$ cat src/rtl/mbox_pkg.sv
package mbox_pkg;
  localparam int ADDR_W   = 5;
  localparam int WORD_W   = 32;
  localparam int FIELD_W  = 8;
  localparam int MAX_ID_W = 3;

  // register byte offsets
  localparam logic [ADDR_W-1:0] OFF_TGT  = 5'h00;
  localparam logic [ADDR_W-1:0] OFF_LO   = 5'h04;
  localparam logic [ADDR_W-1:0] OFF_HI   = 5'h08;
  localparam logic [ADDR_W-1:0] OFF_GO   = 5'h0C;
  localparam logic [ADDR_W-1:0] OFF_CLR  = 5'h10;
  localparam logic [ADDR_W-1:0] OFF_STAT = 5'h14;
  localparam logic [ADDR_W-1:0] OFF_PEND = 5'h18;
  localparam logic [ADDR_W-1:0] OFF_MASK = 5'h1C;

  // field positions inside the status word
  localparam int POS_BUSY = 0;
  localparam int POS_LOST = 8;
  localparam int POS_TAKE = 16;

  // mask bits
  localparam int MSK_LINE = 0;
  localparam int MSK_LOST = 1;
  localparam int MSK_TAKE = 2;
  localparam int MSK_W    = 3;

  typedef struct packed {
    logic                commit;
    logic [MAX_ID_W-1:0] tgt;
  } dpStrobe_t;
endpackage

$ cat src/rtl/mbox_tgt_fifo.sv
module mbox_tgt_fifo #(
  parameter int DEPTH = 4,
  parameter int W     = 64
) (
  input  logic         clk,
  input  logic         rstN,
  input  logic         push,
  input  logic         pop,
  input  logic [W-1:0] din,
  output logic [W-1:0] dout,
  output logic         full,
  output logic         notEmpty,
  output logic         popAck
);
  localparam int PTR_W = (DEPTH > 1) ? $clog2(DEPTH) : 1;
  localparam int CNT_W = $clog2(DEPTH + 1);

  logic [W-1:0]     mem [DEPTH];
  logic [PTR_W-1:0] wrPtr, rdPtr;
  logic [CNT_W-1:0] count;
  logic             doPush;

  function automatic logic [PTR_W-1:0] nextPtr(input logic [PTR_W-1:0] p);
    if (p == PTR_W'(DEPTH - 1)) return '0;
    return p + 1'b1;
  endfunction

  assign full     = (count == CNT_W'(DEPTH));
  assign notEmpty = (count != '0);
  assign popAck   = pop & notEmpty;
  assign doPush   = push & ~full;
  assign dout     = mem[rdPtr];

  always_ff @(posedge clk) begin
    if (!rstN) begin
      wrPtr <= '0;
      rdPtr <= '0;
      count <= '0;
    end else begin
      if (doPush) wrPtr <= nextPtr(wrPtr);
      if (popAck) rdPtr <= nextPtr(rdPtr);
      case ({doPush, popAck})
        2'b10:   count <= count + 1'b1;
        2'b01:   count <= count - 1'b1;
        default: count <= count;
      endcase
    end
  end

  always_ff @(posedge clk) begin
    if (doPush) mem[wrPtr] <= din;
  end
endmodule

$ cat src/rtl/mbox_datapath.sv
module mbox_datapath
  import mbox_pkg::*;
#(
  parameter int NUM_TGT = 8,
  parameter int DEPTH   = 4,
  parameter int ID_W    = 3
) (
  input  logic                clk,
  input  logic                rstN,
  input  dpStrobe_t           strobe,
  input  logic [2*WORD_W-1:0] msgWord,
  input  logic [NUM_TGT-1:0]  popReq,
  input  logic [ID_W-1:0]     rxSel,
  output logic [NUM_TGT-1:0]  fullVec,
  output logic [NUM_TGT-1:0]  nonEmpty,
  output logic [NUM_TGT-1:0]  popAck,
  output logic [2*WORD_W-1:0] rxData
);
  localparam int MSG_W = 2 * WORD_W;

  logic [MSG_W-1:0] headArr [NUM_TGT];

  for (genvar gT = 0; gT < NUM_TGT; gT++) begin : g_tgt
    logic pushHit;
    assign pushHit = strobe.commit && (strobe.tgt == MAX_ID_W'(gT));

    mbox_tgt_fifo #(.DEPTH(DEPTH), .W(MSG_W)) u_fifo (
      .clk      (clk),
      .rstN     (rstN),
      .push     (pushHit),
      .pop      (popReq[gT]),
      .din      (msgWord),
      .dout     (headArr[gT]),
      .full     (fullVec[gT]),
      .notEmpty (nonEmpty[gT]),
      .popAck   (popAck[gT])
    );
  end

  assign rxData = headArr[rxSel];
endmodule

$ cat src/rtl/mbox_ctrl.sv
module mbox_ctrl
  import mbox_pkg::*;
#(
  parameter int NUM_TGT = 8,
  parameter int ID_W    = 3
) (
  input  logic                clk,
  input  logic                rstN,
  input  logic                busWrEn,
  input  logic [ADDR_W-1:0]   busAddr,
  input  logic [WORD_W-1:0]   busWrData,
  output logic [WORD_W-1:0]   busRdData,
  input  logic [NUM_TGT-1:0]  fullVec,
  input  logic [NUM_TGT-1:0]  nonEmpty,
  input  logic [NUM_TGT-1:0]  popAck,
  output dpStrobe_t           strobe,
  output logic [2*WORD_W-1:0] msgWord,
  output logic                irq
);
  logic [ID_W-1:0]    idReg;
  logic [WORD_W-1:0]  loReg, hiReg;
  logic [NUM_TGT-1:0] lostFlags, takeFlags;
  logic [NUM_TGT-1:0] dropVec, lostClr, takeClr;
  logic [MSK_W-1:0]   maskReg;
  logic               pend, pendSet, pendClr;
  logic               wrTgt, wrLo, wrHi, wrGo, wrClr, wrPend, wrMask, commitHit;

  // write decode
  assign wrTgt     = busWrEn && (busAddr == OFF_TGT);
  assign wrLo      = busWrEn && (busAddr == OFF_LO);
  assign wrHi      = busWrEn && (busAddr == OFF_HI);
  assign wrGo      = busWrEn && (busAddr == OFF_GO);
  assign wrClr     = busWrEn && (busAddr == OFF_CLR);
  assign wrPend    = busWrEn && (busAddr == OFF_PEND);
  assign wrMask    = busWrEn && (busAddr == OFF_MASK);
  assign commitHit = wrGo && busWrData[0];

  assign strobe.commit = commitHit;
  assign strobe.tgt    = MAX_ID_W'(idReg);
  assign msgWord       = {hiReg, loReg};

  // a commit into a full queue is discarded and marked as lost
  always_comb begin
    for (int t = 0; t < NUM_TGT; t++) begin
      dropVec[t] = commitHit && (idReg == ID_W'(t)) && fullVec[t];
    end
  end

  assign lostClr = wrClr ? busWrData[POS_LOST +: NUM_TGT] : '0;
  assign takeClr = wrClr ? busWrData[POS_TAKE +: NUM_TGT] : '0;
  assign pendSet = ((|dropVec) && !maskReg[MSK_LOST]) ||
                   ((|popAck)  && !maskReg[MSK_TAKE]);
  assign pendClr = wrPend && busWrData[0];

  // staging registers
  always_ff @(posedge clk) begin
    if (!rstN) begin
      idReg <= '0;
      loReg <= '0;
      hiReg <= '0;
    end else begin
      if (wrTgt) idReg <= busWrData[ID_W-1:0];
      if (wrLo)  loReg <= busWrData;
      if (wrHi)  hiReg <= busWrData;
    end
  end

  // sticky flags, pending bit, mask
  always_ff @(posedge clk) begin
    if (!rstN) begin
      lostFlags <= '0;
      takeFlags <= '0;
      pend      <= 1'b0;
      maskReg   <= '1;
    end else begin
      lostFlags <= (lostFlags & ~lostClr) | dropVec;
      takeFlags <= (takeFlags & ~takeClr) | popAck;
      pend      <= pendSet | (pend & ~pendClr);
      if (wrMask) maskReg <= busWrData[MSK_W-1:0];
    end
  end

  assign irq = pend & ~maskReg[MSK_LINE];

  // read mux
  logic [FIELD_W-1:0] busyF, lostF, takeF;
  logic [WORD_W-1:0]  statWord;

  always_comb begin
    busyF = '0;
    lostF = '0;
    takeF = '0;
    busyF[NUM_TGT-1:0] = nonEmpty;
    lostF[NUM_TGT-1:0] = lostFlags;
    takeF[NUM_TGT-1:0] = takeFlags;
    statWord = '0;
    statWord[POS_BUSY +: FIELD_W] = busyF;
    statWord[POS_LOST +: FIELD_W] = lostF;
    statWord[POS_TAKE +: FIELD_W] = takeF;
  end

  always_comb begin
    case (busAddr)
      OFF_TGT:  busRdData = WORD_W'(idReg);
      OFF_LO:   busRdData = loReg;
      OFF_HI:   busRdData = hiReg;
      OFF_STAT: busRdData = statWord;
      OFF_PEND: busRdData = WORD_W'(pend);
      OFF_MASK: busRdData = WORD_W'(maskReg);
      default:  busRdData = '0;
    endcase
  end
endmodule

$ cat src/rtl/mbox_inbox.sv
module mbox_inbox
  import mbox_pkg::*;
#(
  parameter int NUM_TGT = 8,
  parameter int DEPTH   = 4,
  parameter int ID_W    = 3
) (
  input  logic                clk,
  input  logic                rstN,
  input  logic                busWrEn,
  input  logic [ADDR_W-1:0]   busAddr,
  input  logic [WORD_W-1:0]   busWrData,
  output logic [WORD_W-1:0]   busRdData,
  input  logic [NUM_TGT-1:0]  popReq,
  input  logic [ID_W-1:0]     rxSel,
  output logic [2*WORD_W-1:0] rxData,
  output logic [NUM_TGT-1:0]  rxNotEmpty,
  output logic                irq
);
  dpStrobe_t           strobe;
  logic [2*WORD_W-1:0] msgWord;
  logic [NUM_TGT-1:0]  fullVec, popAck;

  mbox_ctrl #(.NUM_TGT(NUM_TGT), .ID_W(ID_W)) u_ctrl (
    .clk       (clk),
    .rstN      (rstN),
    .busWrEn   (busWrEn),
    .busAddr   (busAddr),
    .busWrData (busWrData),
    .busRdData (busRdData),
    .fullVec   (fullVec),
    .nonEmpty  (rxNotEmpty),
    .popAck    (popAck),
    .strobe    (strobe),
    .msgWord   (msgWord),
    .irq       (irq)
  );

  mbox_datapath #(.NUM_TGT(NUM_TGT), .DEPTH(DEPTH), .ID_W(ID_W)) u_dp (
    .clk      (clk),
    .rstN     (rstN),
    .strobe   (strobe),
    .msgWord  (msgWord),
    .popReq   (popReq),
    .rxSel    (rxSel),
    .fullVec  (fullVec),
    .nonEmpty (rxNotEmpty),
    .popAck   (popAck),
    .rxData   (rxData)
  );
endmodule

$ cat config.mk
export PLATFORM = sky130hd
export DESIGN_NAME = mbox_inbox
export DESIGN_NICKNAME = d
export VERILOG_FILES = /design/src/rtl/mbox_pkg.sv /design/src/rtl/mbox_tgt_fifo.sv /design/src/rtl/mbox_datapath.sv /design/src/rtl/mbox_ctrl.sv /design/src/rtl/mbox_inbox.sv
export SDC_FILE = /design/constraint.sdc
export NUM_CORES = 2
export LEC_CHECK = 0
export CAP_MARGIN = 40
export CORE_ASPECT_RATIO = 0.75
export CORE_UTILIZATION = 57
export CTS_BUF_LIST = sky130_fd_sc_hd__clkbuf_4
export DETAILED_ROUTE_END_ITERATION = 10
export GPL_ROUTABILITY_DRIVEN = 1
export MAX_ROUTING_LAYER = met4
export PLACE_DENSITY = 0.7
export SLEW_MARGIN = 20
export SYNTH_ARGS = -nofsm -noshare
export SYNTH_HDL_FRONTEND = slang
export SYNTH_SLANG_ARGS = --single-unit
export TNS_END_PERCENT = 10
$ cat constraint.sdc
create_clock -name clk -period 4.5 [get_ports clk]
set_clock_uncertainty 0.1 [all_clocks]
set_input_delay 0.9 -clock clk [delete_from_list [all_inputs] [get_ports clk]]
set_output_delay 0.9 -clock clk [all_outputs]
set_load 0.01 [all_outputs]
Word level (Yosys, flattened, before mapping)
Memory sizes are Yosys's and may differ from the RTL's. A register that Yosys moved wholly into a read port is not among the register bits.
Index checks and enable logic that the tools add are counted.
Storage, ports and cells
  output and inout bits: 105
  memories: 8
  RAM bits: 2048
  logic and storage cells: 338
  register bits: 143
Memory list
  u_dp.g_tgt[0].u_fifo.mem: words 4, width 64, rd ports 1, clocked after memory_dff 1, write ports 1, line mbox_tgt_fifo.sv:18  | logic [W-1:0] mem [DEPTH];
  u_dp.g_tgt[1].u_fifo.mem: words 4, width 64, rd ports 1, clocked after memory_dff 1, write ports 1, line mbox_tgt_fifo.sv:18
  u_dp.g_tgt[2].u_fifo.mem: words 4, width 64, rd ports 1, clocked after memory_dff 1, write ports 1, line mbox_tgt_fifo.sv:18
  u_dp.g_tgt[3].u_fifo.mem: words 4, width 64, rd ports 1, clocked after memory_dff 1, write ports 1, line mbox_tgt_fifo.sv:18
  u_dp.g_tgt[4].u_fifo.mem: words 4, width 64, rd ports 1, clocked after memory_dff 1, write ports 1, line mbox_tgt_fifo.sv:18
  u_dp.g_tgt[5].u_fifo.mem: words 4, width 64, rd ports 1, clocked after memory_dff 1, write ports 1, line mbox_tgt_fifo.sv:18
  +2 memories
Operators by class
  $lt $le $gt $ge: 1
  reduce and logical (&&, ||, !) cells: 50
  bitwise logic cells: 36
  add/sub/neg operators: 32
  muxes and demuxes: 126
  equal/unequal tests: 54
Operators by type and width (count)
  64-bit binary-select mux with 3-bit select: 1
  32-bit one-hot mux with 6 select lines: 1
  64-bit two-way mux: 2
  2-bit two-way mux: 48
  1-bit two-way mux: 64
  2-bit equality test (second input constant): 24
  3-bit one-hot mux with 2 select lines: 8
  3-bit equality test (second input constant): 12
  2-bit by 1-bit adder with 2-bit output (second input constant): 16
  1-bit logical AND: 27
  3-bit by 1-bit adder with 3-bit output (second input constant): 8
  3-bit nonzero test: 8
  3-bit by 1-bit subtractor with 3-bit output (second input constant): 8
  5-bit equality test (second input constant): 4
  1-bit bitwise AND: 18
  8-bit bitwise AND: 2
  2-bit by 1-bit equality test with 1-bit output (second input constant): 8
  8-bit two-way mux: 2
  8-bit inverter: 2
  8-bit bitwise OR: 2
  2-bit nonzero test: 8
  8-bit OR reduction: 2
  5-bit by 4-bit equality test with 1-bit output (second input constant): 2
  1-bit inverter: 10
  other kinds (10): 12

Logic depth before layout (Yosys ltp)
  depth after elaboration: 9
  mapped depth: 11

Cells and area by module
A second synthesis with hierarchy kept.
Second synthesis, totals
  cells, all modules: 3847
  area, all modules: 86372.8 um^2
Modules (own cells, without submodules)
  mbox_tgt_fifo: cells each 390, area each 9805.7 um^2, instances 8
  mbox_ctrl: cells each 487, area each 4036.4 um^2, instances 1
  mbox_datapath: cells each 240, area each 3891.2 um^2, instances 1

Least setup slack after synthesis
No wires, ideal clock.
  path kind: input -> register
  start point: input port busAddr[0]
  end point: memory u_dp.g_tgt[0].u_fifo.mem[1][0] (enable)
  data arrival time: 3.433 ns
  required time: 3.971 ns
  cell stages on the path: 5
  slack: 0.538 ns
  setup time: 0.429 ns
  path through: and4bb_1 buf_4 nand2_4 a2111oi_4 and2_1
Between the ends
  cells in the longest elaborated chain, start to end: 7
Ends and longest elaborated chain
  from (decl): line mbox_inbox.sv:11  | input logic [ADDR_W-1:0] busAddr,
  5-bit by 4-bit equality test with 1-bit output: line mbox_ctrl.sv:32  | assign wrGo = busWrEn && (busAddr == OFF_GO);
  1-bit logical AND: line mbox_ctrl.sv:32
  1-bit logical AND: line mbox_ctrl.sv:36  | assign commitHit = wrGo && busWrData[0];
  1-bit logical AND: line mbox_datapath.sv:25  | assign pushHit = strobe.commit && (strobe.tgt == MAX_ID_W'(gT));
  1-bit bitwise AND: line mbox_tgt_fifo.sv:31  | assign doPush = push & ~full;
  1-bit two-way mux: line mbox_tgt_fifo.sv:51  | if (doPush) mem[wrPtr] <= din;
  1-bit two-way mux (implied by the code): line mbox_tgt_fifo.sv:51
  to (decl): line mbox_tgt_fifo.sv:18
Every way passes these cells.

==> reports/results.ini <==
[status]
status=complete, but fails checks
violations=setup timing

[global_route]
track_usage=0.3329
grt_max_degree=88
antenna_found_initial=6
grt_overflow=0
grt_pass1_wl_mm=341.1
grt_pass1_vias=47550

[synthesis]
yosys_warnings=0
ys_seq_elements=2207
ys_seq_area_frac=0.7554
synth_edf_count=2048
ys.flop_type=edfxtp_1
yosysUniqueCellTypes=58
avgSynthCellArea_um2=20.43
synthArstFlopShare=0
netlist_area_um2=85630
syn-num-nets=4299
synthCells=4192

[finish]
stdcell_area_um2=102200
instances_no_fill=7461
fill_cells=9312
drive_above_1_share=0.3773
fin_nets=5246
area_growth_pct=19.38

[timing]
whs_ps=127.5
setup_viol=12
rsz0062_at_grt=true
finalSetupTns_ps=-463.9
max_freq_mhz=218.7
setup_ws_ps=-72.13
tightest_slew_ps=854.3
slew_violations=0
period_share=1.016
fin_crit_ps=4572
slew_headroom=0.4292
hold_viol_final=0

[clock_tree]
clock-sinks=2207
htree_levels=6
numCtsBuffers=540
clk_path_buf_depth=4
cts_root_buf=clkbuf_4
cts_tree=built
worstSkewPairLatency_ps=1320
clkSlewWorstSetupHoldPaths_ps=60

[placed_design]
dpl.cell_count=6397
gp_congestion=0.8783
port_buffers=155
dp.final_hpwl_mm=138.8
post_dp_cell_area_um2=92500

[floorplanning]
initial_core_util=0.5771
die_width_um=449.5
die_h_um=337.7
rows=122
dieArea_um2=151800
io_pins=156
core_um2=148400

[routing]
postRouteAntennaNets=0
routed_wl_mm=243.4
dr.first_iter.drc_count=6689
wl_per_cell_um=32.62
firstDrtPassIters=5
drcViolationCount=0
route.vias.total=48190
vias_per_cell=6.459

[critical_path]
worstSetupPathType=flip-flop to output pin
cp.required_ps=3500
arrival_ps=3570
cp-end-kind=output pin
start_kind=flip-flop
path_max_fanout=4

[hold_path]
hold_class=input pin to flip-flop

[run]
maxCapViolations=0

[pwr]
ir_worst_vdd_uv=292.9
power_density_nw_per_um2=378.4
p_leak_nw=37.67

[cell usage in the layout, fill, tap and decap left out, types with 11 or more instances in the layout]
| master | instances |
|---|---|
| a21boi_1 | 35 |
| nand2_1 | 247 |
| mux4_2 | 488 |
| a22oi_1 | 13 |
| buf_16 | 25 |
| a221oi_2 | 12 |
| a221oi_1 | 21 |
| nand3_1 | 11 |
| dfxtp_1 | 143 |
| buf_2 | 28 |
| dfxtp_4 | 16 |
| nor2_1 | 28 |
| or2_4 | 27 |
| edfxtp_1 | 2048 |
| a21boi_0 | 59 |
| or3_1 | 16 |
| o22ai_1 | 68 |
| mux2i_1 | 184 |
| buf_8 | 11 |
| clkbuf_4 | 763 |
| inv_1 | 56 |
| mux2i_2 | 18 |
| nor2b_1 | 39 |
| clkdlybuf4s50_1 | 86 |
| buf_6 | 50 |
| and2_1 | 31 |
| and2_4 | 34 |
| a22o_1 | 26 |
| and3_1 | 13 |
| inv_2 | 18 |
| o21ai_0 | 17 |
| mux2_2 | 20 |
| clkinv_1 | 72 |
| a21oi_1 | 51 |
| o31ai_2 | 15 |
| buf_12 | 152 |
| dlygate4sd3_1 | 12 |
| o22ai_2 | 15 |
| buf_4 | 256 |
| ha_1 | 48 |
[state kept, by name, indices dropped and copies added (netlist names), named ones only]
signal	cells
u_ctrl.takeF	8
u_ctrl.hiReg	32
u_ctrl.maskReg	3
u_ctrl.idReg	3
u_dp.g_tgt.u_fifo.rdPtr	16
u_ctrl.pend	1
u_dp.g_tgt.u_fifo.count	24
u_ctrl.loReg	32
u_dp.g_tgt.u_fifo.wrPtr	16
u_ctrl.lostF	8
u_dp.g_tgt.u_fifo.mem	2048
[worst paths after layout]
check | from | endpoint | slack [ps] | cells past startpoint
hold reg to reg | u_dp.g_tgt[2].u_fifo.rdPtr[1] | flip-flop | 350 | 2
setup / recovery | flip-flop | rxData[41] | -70 | 9
setup reg to reg | u_dp.g_tgt[6].u_fifo.count[0] | u_dp.g_tgt[6].u_fifo.count[2] | 1710 | 9
hold / removal | busWrData[13] | u_ctrl.loReg[13] | 130 | 3
[area by class of cell]
| class | instances | area, um2 | area share |
|---|---|---|---|
| Sequential cell | 2207 | 64740 | 0.6333 |
| Clock inverter | 108 | 618.1 | 0.006046 |
| Inverter | 57 | 221.5 | 0.002166 |
| Tap cell | 1984 | 2482 | 0.02428 |
| Timing Repair Buffer | 640 | 7821 | 0.07651 |
| Antenna cell | 9 | 22.52 | 0.0002203 |
| Clock buffer | 763 | 5728 | 0.05603 |
| Multi-Input combinational cell | 1693 | 20590 | 0.2014 |
[synth_stat cells, types with 41 or more instances]
cell type / count / share of area
clkbuf_1: 108 / 0.0047
mux2i_1: 212 / 0.025
and2_1: 65 / 0.0047
dfxtp_1: 159 / 0.037
nor2b_1: 41 / 0.0030
a21boi_0: 59 / 0.0052
nand2_1: 248 / 0.011
mux4_2: 488 / 0.13
edfxtp_1: 2048 / 0.72
inv_1: 57 / 0.0025
buf_2: 70 / 0.0041
ha_1: 48 / 0.0070
a21oi_1: 56 / 0.0033
o22ai_1: 83 / 0.0061
[kinds of logic (layout without fill, tap and decap cells)]
kind of cell    Yosys count  after routing  share of synthesized area
flops                  2207           2207                     0.7554
mux                     720            720                     0.1558
other cells               0              9                          0
fa+ha+maj                56             56                   0.008884
buf+inv                 292           1568                    0.01553
compound gates          400            400                    0.03355
simple gates            501            501                    0.02924
xor+xnor                 16             16                   0.001637
[routing by layer]
metal,GRT usage,share of wire,wire (um),vias to the layer above
met5,-,0,0,-
met4,0.1189,0.030,7336,0
met3,0.08186,0.12,29000,454
met2,0.4820,0.46,111900,3347
met1,0.4659,0.39,95220,24960
li1,-,-,-,19430
[power by group]
| group | internal (W) | switching (W) |
|---|---|---|
| combinational | 0.000302 | 0.000442 |
| sequential | 0.0221 | 0.00000415 |
| clock | 0.00816 | 0.00768 |
[stage by stage]
stage	utilization	worst slack (ps)	power, W
after floorplan	-	537.8	0.02286
after global placement	0.6231	-670.0	0.02321
after detailed placement	0.6234	-12.01	0.02322
after CTS	0.6869	-180.9	0.03889
after global routing	0.6889	-177.4	0.04000
final	0.6890	-72.13	0.03868
[what timing repair did]
item,in CTS,in global routing
resized for setup,473,44
setup buffers,141,15
setup endpoints to repair,64,50
cloned,18,1
hold buffers,12,0
pin swaps,67,23
hold endpoints to repair,31,0
[critical path: stages, from the launching register on]
cell	delay [ps]
dfxtp_4	380
buf_12	150
buf_12	140
buf_16	140
buf_12	140
mux4_2	410
o221ai_2	120
a2111oi_1	460
buf_4	200
buf_4	110
Note: power is estimated with default switching activity, not from simulation.
